===== src/rtl/tsc_pkg.sv =====
package tsc_pkg;

  localparam int NUM_PORTS = 8;
  localparam int PORT_W    = $clog2(NUM_PORTS);
  localparam int IDX_W     = 7;

  // physical slot layout; the counter numbers software sees come from slot_to_index
  localparam int S_LINK_IN   = 0;
  localparam int S_LINK_OUT  = 1;
  localparam int S_ING0      = 2;
  localparam int S_EGR0      = S_ING0 + NUM_PORTS;
  localparam int S_CPU_IN_I  = S_EGR0 + NUM_PORTS;
  localparam int S_CPU_IN_E  = S_CPU_IN_I + 1;
  localparam int S_CPU_OUT_I = S_CPU_IN_I + 2;
  localparam int S_CPU_OUT_E = S_CPU_IN_I + 3;
  localparam int S_CELL_DROP = S_CPU_IN_I + 4;
  localparam int S_BAD_PKT   = S_CPU_IN_I + 5;
  localparam int S_QD_LINK   = S_CPU_IN_I + 6;
  localparam int S_QD_SW     = S_CPU_IN_I + 7;
  localparam int S_QD_CPU    = S_CPU_IN_I + 8;
  localparam int NUM_SLOTS   = S_QD_CPU + 1;
  localparam int SLOT_W      = $clog2(NUM_SLOTS);

  // software-visible counter numbers
  localparam int N_LINK_IN   = 0;
  localparam int N_ING_BASE  = 4;
  localparam int N_CPU_IN_I  = 12;
  localparam int N_CPU_IN_E  = 13;
  localparam int N_LINK_OUT  = 16;
  localparam int N_EGR_BASE  = 20;
  localparam int N_CPU_OUT_I = 28;
  localparam int N_CPU_OUT_E = 29;
  localparam int N_DROP_BASE = 64;

  typedef struct packed {
    logic              hit;
    logic [SLOT_W-1:0] slot;
  } slot_lookup_t;

  function automatic logic [IDX_W-1:0] slot_to_index(input int slot);
    int n;
    if (slot == S_LINK_IN)                                n = N_LINK_IN;
    else if (slot == S_LINK_OUT)                          n = N_LINK_OUT;
    else if (slot >= S_ING0 && slot < S_EGR0)             n = N_ING_BASE + (slot - S_ING0);
    else if (slot >= S_EGR0 && slot < S_CPU_IN_I)         n = N_EGR_BASE + (slot - S_EGR0);
    else if (slot == S_CPU_IN_I)                          n = N_CPU_IN_I;
    else if (slot == S_CPU_IN_E)                          n = N_CPU_IN_E;
    else if (slot == S_CPU_OUT_I)                         n = N_CPU_OUT_I;
    else if (slot == S_CPU_OUT_E)                         n = N_CPU_OUT_E;
    else                                                  n = N_DROP_BASE + (slot - S_CELL_DROP);
    return IDX_W'(n);
  endfunction

  function automatic slot_lookup_t index_to_slot(input logic [IDX_W-1:0] idx);
    slot_lookup_t r;
    r = '0;
    for (int s = 0; s < NUM_SLOTS; s++) begin
      if (slot_to_index(s) == idx) begin
        r.hit  = 1'b1;
        r.slot = SLOT_W'(s);
      end
    end
    return r;
  endfunction

endpackage


===== src/rtl/tsc_timebase.sv =====
module tsc_timebase #(
  parameter int TS_W = 32
) (
  input  logic            clk,
  input  logic            rst_n,
  output logic [TS_W-1:0] ts
);

  function automatic logic [TS_W-1:0] tick(input logic [TS_W-1:0] t);
    return t + TS_W'(1);
  endfunction

  always_ff @(posedge clk or negedge rst_n) begin
    if (!rst_n) ts <= '0;
    else        ts <= tick(ts);
  end

endmodule


===== src/rtl/tsc_event_map.sv =====
module tsc_event_map
  import tsc_pkg::*;
(
  input  logic                 link_in,
  input  logic                 link_out,
  input  logic                 ing_vld,
  input  logic [PORT_W-1:0]    ing_port,
  input  logic                 egr_vld,
  input  logic [PORT_W-1:0]    egr_port,
  input  logic                 cpu_in_ing,
  input  logic                 cpu_in_egr,
  input  logic                 cpu_out_ing,
  input  logic                 cpu_out_egr,
  input  logic                 cell_drop,
  input  logic                 bad_pkt,
  input  logic                 qdrop_link,
  input  logic                 qdrop_switch,
  input  logic                 qdrop_cpu,
  output logic [NUM_SLOTS-1:0] slot_inc
);

  always_comb begin
    slot_inc = '0;
    slot_inc[S_LINK_IN]   = link_in;
    slot_inc[S_LINK_OUT]  = link_out;
    for (int p = 0; p < NUM_PORTS; p++) begin
      slot_inc[S_ING0 + p] = ing_vld && (ing_port == PORT_W'(p));
      slot_inc[S_EGR0 + p] = egr_vld && (egr_port == PORT_W'(p));
    end
    slot_inc[S_CPU_IN_I]  = cpu_in_ing;
    slot_inc[S_CPU_IN_E]  = cpu_in_egr;
    slot_inc[S_CPU_OUT_I] = cpu_out_ing;
    slot_inc[S_CPU_OUT_E] = cpu_out_egr;
    slot_inc[S_CELL_DROP] = cell_drop;
    slot_inc[S_BAD_PKT]   = bad_pkt;
    slot_inc[S_QD_LINK]   = qdrop_link;
    slot_inc[S_QD_SW]     = qdrop_switch;
    slot_inc[S_QD_CPU]    = qdrop_cpu;
  end

endmodule


===== src/rtl/tsc_counter.sv =====
module tsc_counter #(
  parameter int CNT_W = 32
) (
  input  logic             clk,
  input  logic             rst_n,
  input  logic             inc,
  output logic [CNT_W-1:0] q
);

  function automatic logic [CNT_W-1:0] bump(input logic [CNT_W-1:0] v);
    return v + CNT_W'(1);
  endfunction

  always_ff @(posedge clk or negedge rst_n) begin
    if (!rst_n)   q <= '0;
    else if (inc) q <= bump(q);
  end

endmodule


===== src/rtl/tsc_read_port.sv =====
module tsc_read_port
  import tsc_pkg::*;
#(
  parameter int CNT_W = 32,
  parameter int TS_W  = 32
) (
  input  logic                       clk,
  input  logic                       rst_n,
  input  logic                       rd_req,
  input  logic [IDX_W-1:0]           rd_idx,
  input  logic [NUM_SLOTS*CNT_W-1:0] cnt_flat,
  input  logic [TS_W-1:0]            ts_now,
  output logic                       idx_hit,
  output logic                       rd_vld,
  output logic [CNT_W-1:0]           rd_value,
  output logic [TS_W-1:0]            rd_stamp
);

  slot_lookup_t     lk;
  logic [CNT_W-1:0] sel_value;

  always_comb begin
    lk        = index_to_slot(rd_idx);
    idx_hit   = lk.hit;
    sel_value = '0;
    if (lk.hit) sel_value = cnt_flat[int'(lk.slot)*CNT_W +: CNT_W];
  end

  // value and stamp share one enable so they come from the same edge
  always_ff @(posedge clk or negedge rst_n) begin
    if (!rst_n) begin
      rd_vld   <= 1'b0;
      rd_value <= '0;
      rd_stamp <= '0;
    end else begin
      rd_vld <= rd_req;
      if (rd_req) begin
        rd_value <= sel_value;
        rd_stamp <= ts_now;
      end
    end
  end

endmodule


===== src/rtl/tstamp_ctr_bank.sv =====
module tstamp_ctr_bank
  import tsc_pkg::*;
#(
  parameter int CNT_W = 32,
  parameter int TS_W  = 32
) (
  input  logic              clk,
  input  logic              rst_n,
  input  logic              link_in,
  input  logic              link_out,
  input  logic              ing_vld,
  input  logic [2:0]        ing_port,
  input  logic              egr_vld,
  input  logic [2:0]        egr_port,
  input  logic              cpu_in_ing,
  input  logic              cpu_in_egr,
  input  logic              cpu_out_ing,
  input  logic              cpu_out_egr,
  input  logic              cell_drop,
  input  logic              bad_pkt,
  input  logic              qdrop_link,
  input  logic              qdrop_switch,
  input  logic              qdrop_cpu,
  input  logic              rd_req,
  input  logic [6:0]        rd_idx,
  output logic              rd_vld,
  output logic [CNT_W-1:0]  rd_value,
  output logic [TS_W-1:0]   rd_stamp
);

  localparam int FLAT_W = NUM_SLOTS * CNT_W;

  // named internal events, also observed by the checker
  logic [NUM_SLOTS-1:0] slot_inc;
  logic [FLAT_W-1:0]    cnt_flat;
  logic [TS_W-1:0]      ts_now;
  logic                 idx_hit;

  tsc_timebase #(.TS_W(TS_W)) u_time (
    .clk   (clk),
    .rst_n (rst_n),
    .ts    (ts_now)
  );

  tsc_event_map u_map (
    .link_in      (link_in),
    .link_out     (link_out),
    .ing_vld      (ing_vld),
    .ing_port     (ing_port),
    .egr_vld      (egr_vld),
    .egr_port     (egr_port),
    .cpu_in_ing   (cpu_in_ing),
    .cpu_in_egr   (cpu_in_egr),
    .cpu_out_ing  (cpu_out_ing),
    .cpu_out_egr  (cpu_out_egr),
    .cell_drop    (cell_drop),
    .bad_pkt      (bad_pkt),
    .qdrop_link   (qdrop_link),
    .qdrop_switch (qdrop_switch),
    .qdrop_cpu    (qdrop_cpu),
    .slot_inc     (slot_inc)
  );

  for (genvar s = 0; s < NUM_SLOTS; s++) begin : g_cnt
    tsc_counter #(.CNT_W(CNT_W)) u_cnt (
      .clk   (clk),
      .rst_n (rst_n),
      .inc   (slot_inc[s]),
      .q     (cnt_flat[s*CNT_W +: CNT_W])
    );
  end

  tsc_read_port #(.CNT_W(CNT_W), .TS_W(TS_W)) u_rd (
    .clk      (clk),
    .rst_n    (rst_n),
    .rd_req   (rd_req),
    .rd_idx   (rd_idx),
    .cnt_flat (cnt_flat),
    .ts_now   (ts_now),
    .idx_hit  (idx_hit),
    .rd_vld   (rd_vld),
    .rd_value (rd_value),
    .rd_stamp (rd_stamp)
  );

endmodule


===== config.mk =====
export PLATFORM = sky130hd
export DESIGN_NAME = tstamp_ctr_bank
export DESIGN_NICKNAME = d
export VERILOG_FILES = /design/src/rtl/tsc_pkg.sv /design/src/rtl/tsc_timebase.sv /design/src/rtl/tsc_event_map.sv /design/src/rtl/tsc_counter.sv /design/src/rtl/tsc_read_port.sv /design/src/rtl/tstamp_ctr_bank.sv
export SDC_FILE = /design/constraint.sdc
export NUM_CORES = 2
export LEC_CHECK = 0
export BUFFER_PORTS_ARGS = -buffer_cell sky130_fd_sc_hd__buf_2
export CELL_PAD_IN_SITES_DETAIL_PLACEMENT = 0
export CELL_PAD_IN_SITES_GLOBAL_PLACEMENT = 2
export CORE_UTILIZATION = 45
export DETAILED_ROUTE_END_ITERATION = 8
export GPL_TIMING_DRIVEN = 1
export PLACE_DENSITY = 0.85
export SLEW_MARGIN = 10
export SYNTH_ARGS = -nofsm -noshare
export SYNTH_HDL_FRONTEND = slang
export SYNTH_SLANG_ARGS = --single-unit
export TNS_END_PERCENT = 1

===== constraint.sdc =====
create_clock -name clk -period 5.1 [get_ports clk]
set_input_delay 1.02 -clock clk [delete_from_list [all_inputs] [get_ports clk]]
set_output_delay 1.02 -clock clk [all_outputs]
set_load 0.02 [all_outputs]

Word-level counts from Yosys, hierarchy flattened
Index checks and enable logic that the tools add are counted. Widths: inputs -> output; s select.

Add/sub/neg operators: 28. Eq/ne operators: 40. Shifts and indexed selects: 1. Multiplexer cells: 28. Reductions and logical operators: 19.

Operator list (count): $add 32x1->32 const B (28); $shiftx 864x11->32 (1); $mux 6 (27); $eq 5x7->1 const A (11); $eq 4x7->1 const A (6); $eq 7x7->1 const A (5); $mux 32 (1); $eq 3x7->1 const A (4); $eq 3x3->1 const B (8); $logic_and 1x1->1 (16); $eq 3x2->1 const B (4); $logic_not 7->1 (1); $eq 3x1->1 const B (2); $logic_not 3->1 (2).

Flip-flop bits (word level): 961. Bits of input ports: 29. Output and inout port bits: 65. Logic and storage cells: 147.

Longest topological paths before layout
Depth after elaboration: 30. Gate-level depth with buffers: 12. Depth with buffers taken out: 8.

By module
A second synthesis with hierarchy kept.

Cells, all modules: 4935. Area total of the unflattened synthesis: 52215.1 µm².

By module, submodules not included: tsc_counter (instances 27, cells an instance 123, area an instance 1448.9 µm², sequential area each 800.8 µm²); tsc_read_port (instances 1, cells an instance 1460, area an instance 11340.9 µm², sequential area each 1626.6 µm²); tsc_timebase (instances 1, cells an instance 127, area an instance 1478.9 µm², sequential area each 800.8 µm²); tsc_event_map (instances 1, cells an instance 27, area an instance 275.3 µm², sequential area each 0.0 µm²).

Least setup slack after synthesis
No wires, ideal clock.

Path kind: input -> register. From: input port rd_idx[2]. To: register u_rd.rd_value[16]. Setup time: 0.147 ns. Arrival: 2.977 ns. Data required time: 4.953 ns. Path slack: 1.976 ns. Cell stages on the path: 10. Cells stage by stage: buf_2 or2_1 mux2_4 and4_1 buf_6 buf_6 mux2_1 a221o_1 a41oi_1 o41ai_2.

Longest elaborated chain between the ends: 29. Elaborated cells on any way between the ends: 56. Those cells by class: eq/ne: 26; shift: 1; mux: 28; reduce/logical: 1.

Ends and longest elaborated chain: start: declaration (line tstamp_ctr_bank.sv:25) `input logic [6:0] rd_idx,`; $eq 5x7->1 or $logic_not 7->1 (tied branches) (line tsc_pkg.sv:58) `if (slot_to_index(s) == idx) begin`; $mux 6 (25 in series) (line tsc_pkg.sv:58); $mux 6 (*) (line tsc_pkg.sv:58); $shiftx 864x11->32 or $mux 6 (tied branches) (line tsc_read_port.sv:26, tsc_pkg.sv:58); $mux 32 (*) (line tsc_read_port.sv:26) `if (lk.hit) sel_value = cnt_flat[int'(lk.slot)*CNT_W +: CNT_W];`; end signal: assignment (line tsc_read_port.sv:38) `rd_value <= sel_value;`; end: declaration (line tsc_read_port.sv:15) `output logic [CNT_W-1:0] rd_value,`.

Mark *: on every way between the ends. The rest lies on a longest branch, timed or not. A chain may end at the register's enable or synchronous reset.

Final worst setup path
Same ends and word-level chain as after synthesis.

==> metrics <==
Overflow after GRT 0; pin count of the biggest net entering global routing between 100 and 150; RePlAce Congestion between 0.9 and 1; port bufs 93; Synth Area in Adders less than 1%; mux share of post-synthesis cell area under 10%; CP max FO 21; clk slew on worst S/H paths 0.06 ns; Synth top area share a little under 50%; clk_lat worst skew around 0.71 ns; Slew HR 34.3%; Yosys warning count 0; Fillers 9959; Post-Synthesis Cell Area 0.0491 sq mm; fin worst setup slack between 1.5 and 2 ns; hold_buf cts 0; Setup Crit Path Kind input port to flop; Die W approximately 330 um; unrepaired setup endpoints after global routing false; simple-gate area share of the yosys netlist roughly a fifth; cell taking the most area after synthesis dfrtp_1; Cells after Synth just under 5000; VDD IR max approximately 0.25 mV; critical path startpoint category input port; endpoints failing setup 0; H-tree depth 3; Hold Path Class input port to async pin; first-pass GRT wire length 220 mm; num ports between 90 and 100; Setup Skew 0.0201 ns; status completed; post-CTS resize count 0; largest family of logic cells by synthesized area simple AND/OR/NAND/NOR gates; via count 36600; CP required ~5.7 ns; total wire length 141 mm; Max Cap Viol 0; CTS sink count 961; routed length per instance ~22 um; cts bufs inserted 107; Seq/Total Area, Yosys a little under 50%; clock buffer depth 3; Post-DRT Antenna Nets 0; 1st-iter DRT viols ~2700; Reg area 0.0240 sq mm; syn avg cell area between 9 and 10 sq um; Die Span Y around 330 um; Max Clock Freq ~280 MHz; Fin. Hold Viols 0; FP Rows 120; Core Area between 0.1 and 0.15 sq mm; Tot GR Track Use about a quarter; Multi-input gate area around 0.024 sq mm; pin slew with the least headroom to its limit about 0.98 ns; Layout area overhead 12.5%; Pleak roughly 24 nW; share of layout cells above drive strength 1 between 10% and 20%; top post-synthesis cells by area dfrtp_1, xnor2_1, nand2_1; Post-synth EDFFs 0; Pwr Density roughly 350 mW/mm^2; Final period util a little over two thirds; number of global-route vias before repair 35600; Post-Synth XOR/XNOR Area roughly 15%; initial antenna violation count 5; CTS tree yes; Vias/cell 5.61; Tmin final roughly 3.6 ns; HPWL Detailed between 100 and 150 mm; Starting Density a little under half; Async SR Flop Fraction between 90% and 100%; Setup WS pre-CTS 0.816 ns; critical path arrival a little over 4 ns; Layout Nets ~5000; post-route setup TNS 0 ns; first drt pass iteration count 5; Post-route DRC 0; ys flop type dfrtp_1; die area ~0.11 sq mm; complex-gate fraction of the synthesized area under 10%; post-CTS setup repair buffer count 0; Netlist cell types between 70 and 80; Worst setup EP type flop; Yosys reg bits ~960; CTS root buffer clkbuf_16; most common cell in the synthesized netlist dfrtp_1; Synth top cells by count dfrtp_1, nand2_1, xnor2_1; syn_nets around 5000; count of pins over their slew limit 0
[placed cells by master, fill, tap and decap left out, types with 27 or more instances in the layout]
| cell type | count |
|---|---|
| a221o_1 | 31 |
| inv_1 | 115 |
| a211oi_1 | 125 |
| buf_4 | 88 |
| o41ai_2 | 27 |
| nand4_1 | 182 |
| mux2_2 | 72 |
| nand3_1 | 334 |
| and4_1 | 57 |
| clkbuf_16 | 107 |
| a21oi_1 | 157 |
| ha_1 | 28 |
| dfrtp_1 | 961 |
| nor3_1 | 54 |
| nand2b_1 | 42 |
| mux2i_1 | 97 |
| xnor2_1 | 634 |
| clkbuf_8 | 33 |
| a41oi_1 | 32 |
| nor4_1 | 74 |
| xor2_1 | 233 |
| nand2_1 | 813 |
| o21ai_0 | 60 |
| nor2_1 | 228 |
| o22ai_1 | 31 |
| and3_1 | 152 |
| buf_2 | 92 |
[per-stage QoR]
| stage | cell area [sq um] | cells | total power, mW | util [%] | hold WS, ns |
|---|---|---|---|---|---|
| 4_1_cts | 55300 | 6522 | 19.3 | 51.4 | 0.376 |
| 6_report | 55300 | 6523 | 19.1 | 51.4 | 0.337 |
| 3_5_place_dp | 51500 | 6324 | 11.1 | 47.9 | 0.457 |
| 3_3_place_gp | 51500 | 6324 | 11.0 | 47.9 | 0.457 |
| 5_1_grt | 55300 | 6522 | 19.9 | 51.4 | 0.366 |
| 2_1_floorplan | 49100 | 4921 | 10.1 | - | 0.438 |
[layer usage]
| layer | vias up | share of wire, % | track usage [%] |
|---|---|---|---|
| li1 | 17300 | - | - |
| met1 | 18300 | 46 | 36.0 |
| met2 | 780 | 47 | 41.1 |
| met3 | 222 | 4.2 | 3.18 |
| met4 | 0 | 3.5 | 8.63 |
| met5 | - | 0 | 0 |
[path summary, 6_finish.rpt]
| kind | to | slack, ns | from | cells past startpoint |
|---|---|---|---|---|
| worst max-delay path | u_rd.rd_value[16]$_DFFE_PN0P_ | 1.53 | rd_idx[2] | 8 |
| worst min-delay path | g_cnt[13].u_cnt.q[4]$_DFFE_PN0P_ | 0.34 | rst_n | 1 |
| worst max register to register | g_cnt[19].u_cnt.q[27]$_DFFE_PN0P_ | 2.08 | g_cnt[19].u_cnt.q[3]$_DFFE_PN0P_ | 7 |
| worst min register to register | g_cnt[17].u_cnt.q[21]$_DFFE_PN0P_ | 0.47 | g_cnt[17].u_cnt.q[21]$_DFFE_PN0P_ | 1 |
| max in group asynchronous | g_cnt[1].u_cnt.q[5]$_DFFE_PN0P_ | 3.54 | rst_n | 2 |
| min in group clk | g_cnt[17].u_cnt.q[21]$_DFFE_PN0P_ | 0.47 | g_cnt[17].u_cnt.q[21]$_DFFE_PN0P_ | 1 |
[registers in the layout, summed over array words and instances (netlist names)]
name and count:
g_cnt.u_cnt.q 864, u_rd.rd_stamp 32, u_rd.rd_value 32, u_time.ts 32
u_rd.rd_vld 1
[kinds of logic after synthesis]
family                   Yosys count
adder cells (fa/ha/maj)           28
multiplexers                     185
XOR/XNOR                         867
buffers and inverters            315
flip-flops                       961
AO/OA/AOI/OAI                    506
AND/OR/NAND/NOR                 2059
[power by group]
part	total (mW)	internal [mW]	switching [mW]
registers	8.96	8.19	0.773
logic	1.95	0.828	1.13
clock network	8.23	4.90	3.33
total	19.1	13.9	5.23
[area by class of cell]
class / instances / area share, %
sequential: 961 / 43.5
multi-input combinational: 3645 / 43.0
clock buffer: 159 / 5.79
tap: 1403 / 3.17
timing repair buffer: 200 / 2.74
clock inverter: 39 / 1.02
inverter: 115 / 0.781
antenna: 1 / 0.00453
[critical path, stage by stage]
cell	delay (ns)
buf_2	0.20
nor3b_1	0.18
o211a_1	0.36
nor3_4	0.58
nand2_1	0.74
buf_4	0.41
nor4_1	0.49
o41ai_2	0.13
No activity file was read; power rests on OpenSTA's default activity.
